--- src/rtl/tot_pkg.sv ---
package tot_pkg;
  typedef enum logic {
    EDGE_LEAD  = 1'b0,
    EDGE_TRAIL = 1'b1
  } edge_kind_e;
endpackage

--- src/rtl/tot_pair_tracker.sv ---
module tot_pair_tracker
  import tot_pkg::*;
#(
  parameter int COARSE_W = 13,
  parameter int FINE_W   = 13
) (
  input  logic                clk,
  input  logic                rst_n,
  input  logic                ev_valid,
  input  edge_kind_e          ev_kind,
  input  logic [COARSE_W-1:0] ev_coarse,
  input  logic [FINE_W-1:0]   ev_fine,
  output logic                pend_o,
  output logic [COARSE_W-1:0] lead_coarse_o,
  output logic [FINE_W-1:0]   lead_fine_o,
  output logic                fire_o,
  output logic                orphan_o
);

  logic pend_q, pend_d;
  logic load_en;
  logic [COARSE_W-1:0] lead_c_q;
  logic [FINE_W-1:0]   lead_f_q;

  always_comb begin
    load_en  = ev_valid && (ev_kind == EDGE_LEAD);
    fire_o   = ev_valid && (ev_kind == EDGE_TRAIL) && pend_q;
    orphan_o = ev_valid && (ev_kind == EDGE_TRAIL) && !pend_q;
    pend_d   = pend_q;
    if (load_en)     pend_d = 1'b1;
    else if (fire_o) pend_d = 1'b0;
  end

  always_ff @(posedge clk or negedge rst_n) begin
    if (!rst_n) pend_q <= 1'b0;
    else        pend_q <= pend_d;
  end

  always_ff @(posedge clk) begin
    if (load_en) begin
      lead_c_q <= ev_coarse;
      lead_f_q <= ev_fine;
    end
  end

  assign pend_o        = pend_q;
  assign lead_coarse_o = lead_c_q;
  assign lead_fine_o   = lead_f_q;


  lead_pends_chk: assert property (@(posedge clk) disable iff (!rst_n)
    (ev_valid && ev_kind == EDGE_LEAD) |=> pend_o);


  pair_clears_chk: assert property (@(posedge clk) disable iff (!rst_n)
    (ev_valid && ev_kind == EDGE_TRAIL) |=> !pend_o);

endmodule

--- src/rtl/tot_width_calc.sv ---
module tot_width_calc #(
  parameter int     COARSE_W = 13,
  parameter int     FINE_W   = 13,
  parameter int     CLK_FINE = 5000,
  parameter int     OUT_W    = 26,
  parameter longint SPAN     = 40960000
) (
  input  logic [COARSE_W-1:0] lead_c,
  input  logic [FINE_W-1:0]   lead_f,
  input  logic [COARSE_W-1:0] trail_c,
  input  logic [FINE_W-1:0]   trail_f,
  output logic [OUT_W-1:0]    width_o
);

  localparam int RAW_W = OUT_W + 1;
  localparam logic [OUT_W-1:0] SPAN_C = OUT_W'(SPAN);

  logic [COARSE_W-1:0]     dc;
  logic [OUT_W-1:0]        prod;
  logic signed [RAW_W-1:0] raw;
  logic signed [RAW_W-1:0] fixed;

  always_comb begin
    dc    = trail_c - lead_c;
    prod  = OUT_W'(dc) * OUT_W'(CLK_FINE);
    raw   = $signed({1'b0, prod}) + $signed(RAW_W'(lead_f))
          - $signed(RAW_W'(trail_f));
    fixed = raw[RAW_W-1] ? (raw + $signed({1'b0, SPAN_C})) : raw;
    width_o = fixed[OUT_W-1:0];
  end

endmodule

--- src/rtl/tot_width_top.sv ---
module tot_width_top
  import tot_pkg::*;
#(
  parameter int COARSE_W = 13,
  parameter int FINE_W   = 13,
  parameter int CLK_FINE = 5000,
  localparam longint SPAN  = longint'(64'd1 << COARSE_W) * longint'(CLK_FINE),
  localparam int     OUT_W = $clog2(SPAN + 1)
) (
  input  logic                clk,
  input  logic                rst_n,
  input  logic                ev_valid_i,
  input  logic                ev_trail_i,
  input  logic [COARSE_W-1:0] ev_coarse_i,
  input  logic [FINE_W-1:0]   ev_fine_i,
  output logic                res_valid_o,
  output logic [OUT_W-1:0]    res_width_o,
  output logic                orphan_err_o
);

  localparam logic [OUT_W-1:0] SPAN_M1 = OUT_W'(SPAN - 1);

  logic [1:0] rst_pipe;
  logic       rst_s;

  always_ff @(posedge clk or negedge rst_n) begin
    if (!rst_n) rst_pipe <= 2'b00;
    else        rst_pipe <= {rst_pipe[0], 1'b1};
  end
  assign rst_s = rst_pipe[1];

  edge_kind_e          kind;
  logic                pend, fire, orphan;
  logic [COARSE_W-1:0] lead_c;
  logic [FINE_W-1:0]   lead_f;
  logic [OUT_W-1:0]    width_c;

  assign kind = edge_kind_e'(ev_trail_i);

  tot_pair_tracker #(.COARSE_W(COARSE_W), .FINE_W(FINE_W)) u_pair (
    .clk           (clk),
    .rst_n         (rst_s),
    .ev_valid      (ev_valid_i),
    .ev_kind       (kind),
    .ev_coarse     (ev_coarse_i),
    .ev_fine       (ev_fine_i),
    .pend_o        (pend),
    .lead_coarse_o (lead_c),
    .lead_fine_o   (lead_f),
    .fire_o        (fire),
    .orphan_o      (orphan)
  );

  tot_width_calc #(
    .COARSE_W (COARSE_W),
    .FINE_W   (FINE_W),
    .CLK_FINE (CLK_FINE),
    .OUT_W    (OUT_W),
    .SPAN     (SPAN)
  ) u_calc (
    .lead_c  (lead_c),
    .lead_f  (lead_f),
    .trail_c (ev_coarse_i),
    .trail_f (ev_fine_i),
    .width_o (width_c)
  );

  logic             vld_q, vld_d;
  logic             err_q, err_d;
  logic [OUT_W-1:0] width_q;

  always_comb begin
    vld_d = fire;
    err_d = err_q | orphan;
  end

  always_ff @(posedge clk or negedge rst_s) begin
    if (!rst_s) begin
      vld_q <= 1'b0;
      err_q <= 1'b0;
    end else begin
      vld_q <= vld_d;
      err_q <= err_d;
    end
  end

  always_ff @(posedge clk) begin
    if (fire) width_q <= width_c;
  end

  assign res_valid_o  = vld_q;
  assign res_width_o  = width_q;
  assign orphan_err_o = err_q;


  pair_gives_result_chk: assert property (@(posedge clk) disable iff (!rst_s)
    (ev_valid_i && ev_trail_i && pend) |=> res_valid_o);


  result_needs_trail_chk: assert property (@(posedge clk) disable iff (!rst_s)
    res_valid_o |-> $past(ev_valid_i && ev_trail_i));


  orphan_no_result_chk: assert property (@(posedge clk) disable iff (!rst_s)
    (ev_valid_i && ev_trail_i && !pend) |=> (!res_valid_o && orphan_err_o));


  err_sticky_chk: assert property (@(posedge clk) disable iff (!rst_s)
    orphan_err_o |=> orphan_err_o);


  width_in_span_chk: assert property (@(posedge clk) disable iff (!rst_s)
    res_valid_o |-> (res_width_o <= SPAN_M1));

endmodule

--- config.mk ---
export PLATFORM = sky130hd
export DESIGN_NAME = tot_width_top
export DESIGN_NICKNAME = d
export VERILOG_FILES = /design/src/rtl/tot_pkg.sv /design/src/rtl/tot_pair_tracker.sv /design/src/rtl/tot_width_calc.sv /design/src/rtl/tot_width_top.sv
export SDC_FILE = /design/constraint.sdc
export NUM_CORES = 1
export LEC_CHECK = 0
export BUFFER_PORTS_ARGS = -buffer_cell sky130_fd_sc_hd__buf_2
export CORE_MARGIN = 5
export CORE_UTILIZATION = 59
export CTS_BUF_LIST = sky130_fd_sc_hd__clkbuf_2 sky130_fd_sc_hd__clkbuf_4 sky130_fd_sc_hd__clkbuf_8
export CTS_CLUSTER_SIZE = 28
export DETAILED_ROUTE_END_ITERATION = 10
export HOLD_SLACK_MARGIN = 0.03
export PLACE_DENSITY_LB_ADDON = 0.25
export SYNTH_ARGS = -nofsm -noshare
export SYNTH_HDL_FRONTEND = slang
export SYNTH_SLANG_ARGS = --single-unit
--- constraint.sdc ---
create_clock -name clk -period 0.8 [get_ports clk]
set_clock_uncertainty 0.1 [all_clocks]
set_input_delay 0.16 -clock clk [delete_from_list [all_inputs] [get_ports clk]]
set_output_delay 0.16 -clock clk [all_outputs]
set_load 0.05 [all_outputs]
==> results of run 1 <==
-- synthesized netlist by cell type (5+ instances only) --
cell / count
a211oi_1: 9
a21o_1: 11
a21oi_1: 43
and3_1: 6
dfrtp_1: 5
edfxtp_1: 52
fa_1: 37
ha_1: 101
inv_1: 128
nand2_1: 23
nand2b_1: 5
nand3_1: 6
nor2_1: 21
nor3_1: 6
o21ai_0: 22
o21bai_1: 18
or3_1: 5
xnor2_1: 37
xor2_1: 23
-- cell families after synthesis --
family / share of synthesized area
AO/OA/AOI/OAI: 0.158
adder cells (fa/ha/maj): 0.324
buffers and inverters: 0.0794
AND/OR/NAND/NOR: 0.0792
XOR/XNOR: 0.0849
flip-flops: 0.272
other: 0.000606
multiplexers: 0.00182
-- what timing repair did --
item,CTS
hold buffers,20
pin swaps,71
setup buffers,40
endpoints found under the setup margin,82
gates resized for setup,158
hold endpoints to repair,32
cloned,3
-- stage by stage --
step	std cells	hold WS (ns)	setup TNS (ns)	area, µm²	utilization
2_1_floorplan	621	-0.236	-129.74	6540	-
3_3_place_gp	994	-0.156	-132.37	8380	0.816
3_5_place_dp	994	-0.153	-140.09	8380	0.816
4_1_cts	1070	-0.102	-140.57	9870	0.960
==> results.sh, run 1 <==
export IMPL_status="aborted with a tool error"
export IMPL_lastStage="global routing"
export IMPL_error="[ERROR DPL-0038] Utilization greater than 100%, impossible to legalize"
export IMPL_synth_distinct_cells=53
export IMPL_ys_warn_count=0
export IMPL_grt_max_degree=26
export IMPL_port_buffers=57
export IMPL_synth_top_area_frac=0.252
export IMPL_fp_dieH_um=112
export IMPL_synthTopCellsByArea="edfxtp_1, ha_1, fa_1"
export IMPL_ctsRootBufferMaster="clkbuf_8"
export IMPL_initial_core_util=0.603
export IMPL_fp_row_count=37
export IMPL_yosys_area_top_type="edfxtp_1"
export IMPL_cts_made_buffers=9
export IMPL_io_pins=58
export IMPL_synthesis_area_per_instance_um2=9.97
export IMPL_synth_ff_type="edfxtp_1"
export IMPL_die_x_um=112
export IMPL_synth_seq_area_share=0.272
export IMPL_post_place_ws_ns=-7.30
export IMPL_dp_hpwl_mm=12.4
export IMPL_synthCells=621
export IMPL_worst_endpoint="res_width_o[24]$_DFFE_PP_/D"
export IMPL_cts_htree_levels=3
export IMPL_gp_congestion=0.922
export IMPL_synth_edf_count=52
export IMPL_worstEndpointType="register data pin"
export IMPL_clock_path_buffers=2
export IMPL_ys_async_sr_fraction=0.0877
export IMPL_syn_area_mm2=0.00619
export IMPL_synth_seq_cells=57
export IMPL_syn_num_nets=789
export IMPL_cts_sinks=57
==> run 2, diff against run 1 <==
CORE_UTILIZATION = 40   (was 59)
CTS_BUF_LIST = unset   (was sky130_fd_sc_hd__clkbuf_2 sky130_fd_sc_hd__clkbuf_4 sky130_fd_sc_hd__clkbuf_8)
CTS_CLUSTER_SIZE = unset   (was 28)
HOLD_SLACK_MARGIN = unset   (was 0.03)
PLACE_DENSITY_LB_ADDON = 0.15   (was 0.25)
==> run 2 against run 1 <==
The flow now finishes, with violations (hold timing, setup timing). Synthesized cell count unchanged. Synthesized area unchanged.
==> results.sh, run 2 <==
export IMPL_status="finished, violations left"
export IMPL_violations="hold timing, setup timing"
export IMPL_start_kind="flop"
export IMPL_cp_depth=43
export IMPL_synthesis_area_per_instance_um2=9.97
export IMPL_final_cells=1129
export IMPL_cts_sinks=57
export IMPL_yosys_area_top_type="edfxtp_1"
export IMPL_ant_nets=0
export IMPL_dp_hpwl_mm=11.3
export IMPL_dieArea_mm2=0.0181
export IMPL_cts_htree_levels=3
export IMPL_worst_ep_required_time_ns=0.78
export IMPL_maxSlewHeadroom=0.661
export IMPL_drv_slew=0
export IMPL_drt_iter0_markers=133
export IMPL_synth_distinct_cells=53
export IMPL_syn_area_mm2=0.00619
export IMPL_dr_pass1_iters=4
export IMPL_totalWireLength_mm=16.1
export IMPL_synth_edf_count=52
export IMPL_drc_errors=0
export IMPL_postLayoutCoreUtil=0.695
export IMPL_hold_depth=1
export IMPL_synth_seq_area_share=0.272
export IMPL_reg2reg_depth=43
export IMPL_maxCapViolations=0
export IMPL_crit_family="adder cells"
export IMPL_path_buf_inv=15
export IMPL_finalCritPeriodShare=9.89
export IMPL_vias_per_cell=4.83
export IMPL_holdBufCountCts=1
export IMPL_area_growth_pct=70.7
export IMPL_cpMaxStageDelayCell="fa_1"
export IMPL_synth_seq_cells=57
export IMPL_port_buffers=57
export IMPL_diodes=0
export IMPL_cts_tree="done"
export IMPL_grt_antenna_before_repair=0
export IMPL_grt_pass1_wl_mm=27.0
export IMPL_vias=5449
export IMPL_yosysMostFrequentCell="inv_1"
export IMPL_layout_commonest_cell="buf_4"
export IMPL_max_stage_delay_ns=0.55
export IMPL_synth_common_cells="inv_1, ha_1, edfxtp_1, a21oi_1"
export IMPL_drive_above_1_share=0.548
export IMPL_synth_ff_type="edfxtp_1"
export IMPL_clk_pin_slew_ns=0.06
export IMPL_finalSetupTns_ns=-140.43
export IMPL_wire_per_inst_um=14.3
export IMPL_final_area_mm2=0.0106
export IMPL_top_register="res_width_o"
export IMPL_syn_num_nets=789
export IMPL_worst_pin_slew_ns=0.504
export IMPL_critical_path_max_fanout=5
export IMPL_clk_latency_ns=0.34
export IMPL_placed_cells=1049
export IMPL_fp_dieH_um=134
export IMPL_core_mm2=0.0152
export IMPL_fp_row_count=45
export IMPL_place_area_mm2=0.00847
export IMPL_period_minus_slack_ns=7.91
export IMPL_r2r_slack_ns=-7.11
export IMPL_ys_warn_count=0
export IMPL_io_pins=58
export IMPL_whs_ns=-0.0896
export IMPL_final_nets=1104
export IMPL_cp_arrival_ns=7.89
export IMPL_cpMostUsedCell="buf_4"
export IMPL_setup_viol=83
export IMPL_ys_async_sr_fraction=0.0877
export IMPL_grt_setup_unrepaired="yes"
export IMPL_synthTopCellsByArea="edfxtp_1, ha_1, fa_1"
export IMPL_gp_congestion=0.871
export IMPL_cp_end_kind="flop"
export IMPL_ctsRootBufferMaster="clkbuf_16"
export IMPL_grt_pass1_vias=6019
export IMPL_path_class="flop to flop"
export IMPL_worst_slack_ns=-7.11
export IMPL_synthCells=621
export IMPL_hold_violations=28
export IMPL_die_x_um=134
export IMPL_final_cell_mix="buf_4, inv_1, buf_6"
export IMPL_grt_max_degree=25
export IMPL_grt_ovfl_total=0
export IMPL_initial_core_util=0.407
export IMPL_hold_class="primary input to flop"
export IMPL_clock_path_buffers=2
export IMPL_cts_made_buffers=9
export IMPL_gr_usage_all_layers=0.183
export IMPL_largest_reg_flops=26
export IMPL_synth_top_area_frac=0.252
export IMPL_max_freq_ghz=0.126
-- run 2: cell type report --
class / count / area [µm²]
Sequential cell: 57 / 1690
Timing Repair Buffer: 306 / 2500
Fill cell: 1046 / 4630
Multi-Input combinational cell: 434 / 5340
Clock inverter: 7 / 93.8
Tap cell: 188 / 235
Clock buffer: 9 / 225
Inverter: 128 / 493
-- run 2: path summary, 6_finish.rpt --
check,start,end
setup / recovery,u_pair.lead_coarse_o[1]$_DFFE_PP_,res_width_o[17]$_DFFE_PP_
hold / removal,ev_fine_i[4],u_pair.lead_fine_o[4]$_DFFE_PP_
setup reg to reg,u_pair.lead_coarse_o[1]$_DFFE_PP_,res_width_o[17]$_DFFE_PP_
hold reg to reg,rst_pipe[1]$_DFF_PN0_,u_pair.pend_o$_DFFE_PN0P_
max in group asynchronous,rst_n,rst_pipe[1]$_DFF_PN0_
min in group asynchronous,rst_pipe[1]$_DFF_PN0_,u_pair.pend_o$_DFFE_PN0P_
-- run 2: routing by layer --
layer | part of all wire | vias to the layer above | track usage | wire length, µm
met5 | 0 | - | 0 | 0
li1 | - | 2750 | - | -
met3 | 0.028 | 30 | 0.0334 | 455
met1 | 0.42 | 2577 | 0.215 | 6770
met4 | 0.025 | 0 | 0.0622 | 403
met2 | 0.53 | 92 | 0.335 | 8500
-- run 2: per-stage QoR --
| step | hold WS (ns) | setup WS, ns |
|---|---|---|
| 2_1_floorplan | -0.236 | -6.85 |
| 3_3_place_gp | -0.154 | -6.91 |
| 3_5_place_dp | -0.148 | -7.13 |
| 4_1_cts | -0.100 | -6.92 |
| 5_1_grt | -0.101 | -7.41 |
| 6_report | -0.0896 | -7.11 |
-- run 2: kinds of logic after synthesis --
| logic type | count (synthesis) | share of synthesized area |
|---|---|---|
| adders and majority gates | 138 | 0.324 |
| xor gates and xnor gates | 60 | 0.0849 |
| AOI/OAI and AO/OA | 139 | 0.158 |
| and+or+nand+nor | 95 | 0.0792 |
| muxes | 1 | 0.00182 |
| buffers and inverters | 130 | 0.0794 |
| DFF | 57 | 0.272 |
| other | 1 | 0.000606 |
-- run 2: what timing repair did --
action	in CTS	in global routing
setup endpoints to repair	81	82
buffers inserted	46	18
gates cloned	3	0
pin swaps	82	77
hold endpoints to repair	30	28
gates resized for setup	183	76
Power of run 2 is left out: the tool's default activity adds up to more than one toggle a clock period on the data nets, which glitch-free logic cannot reach.
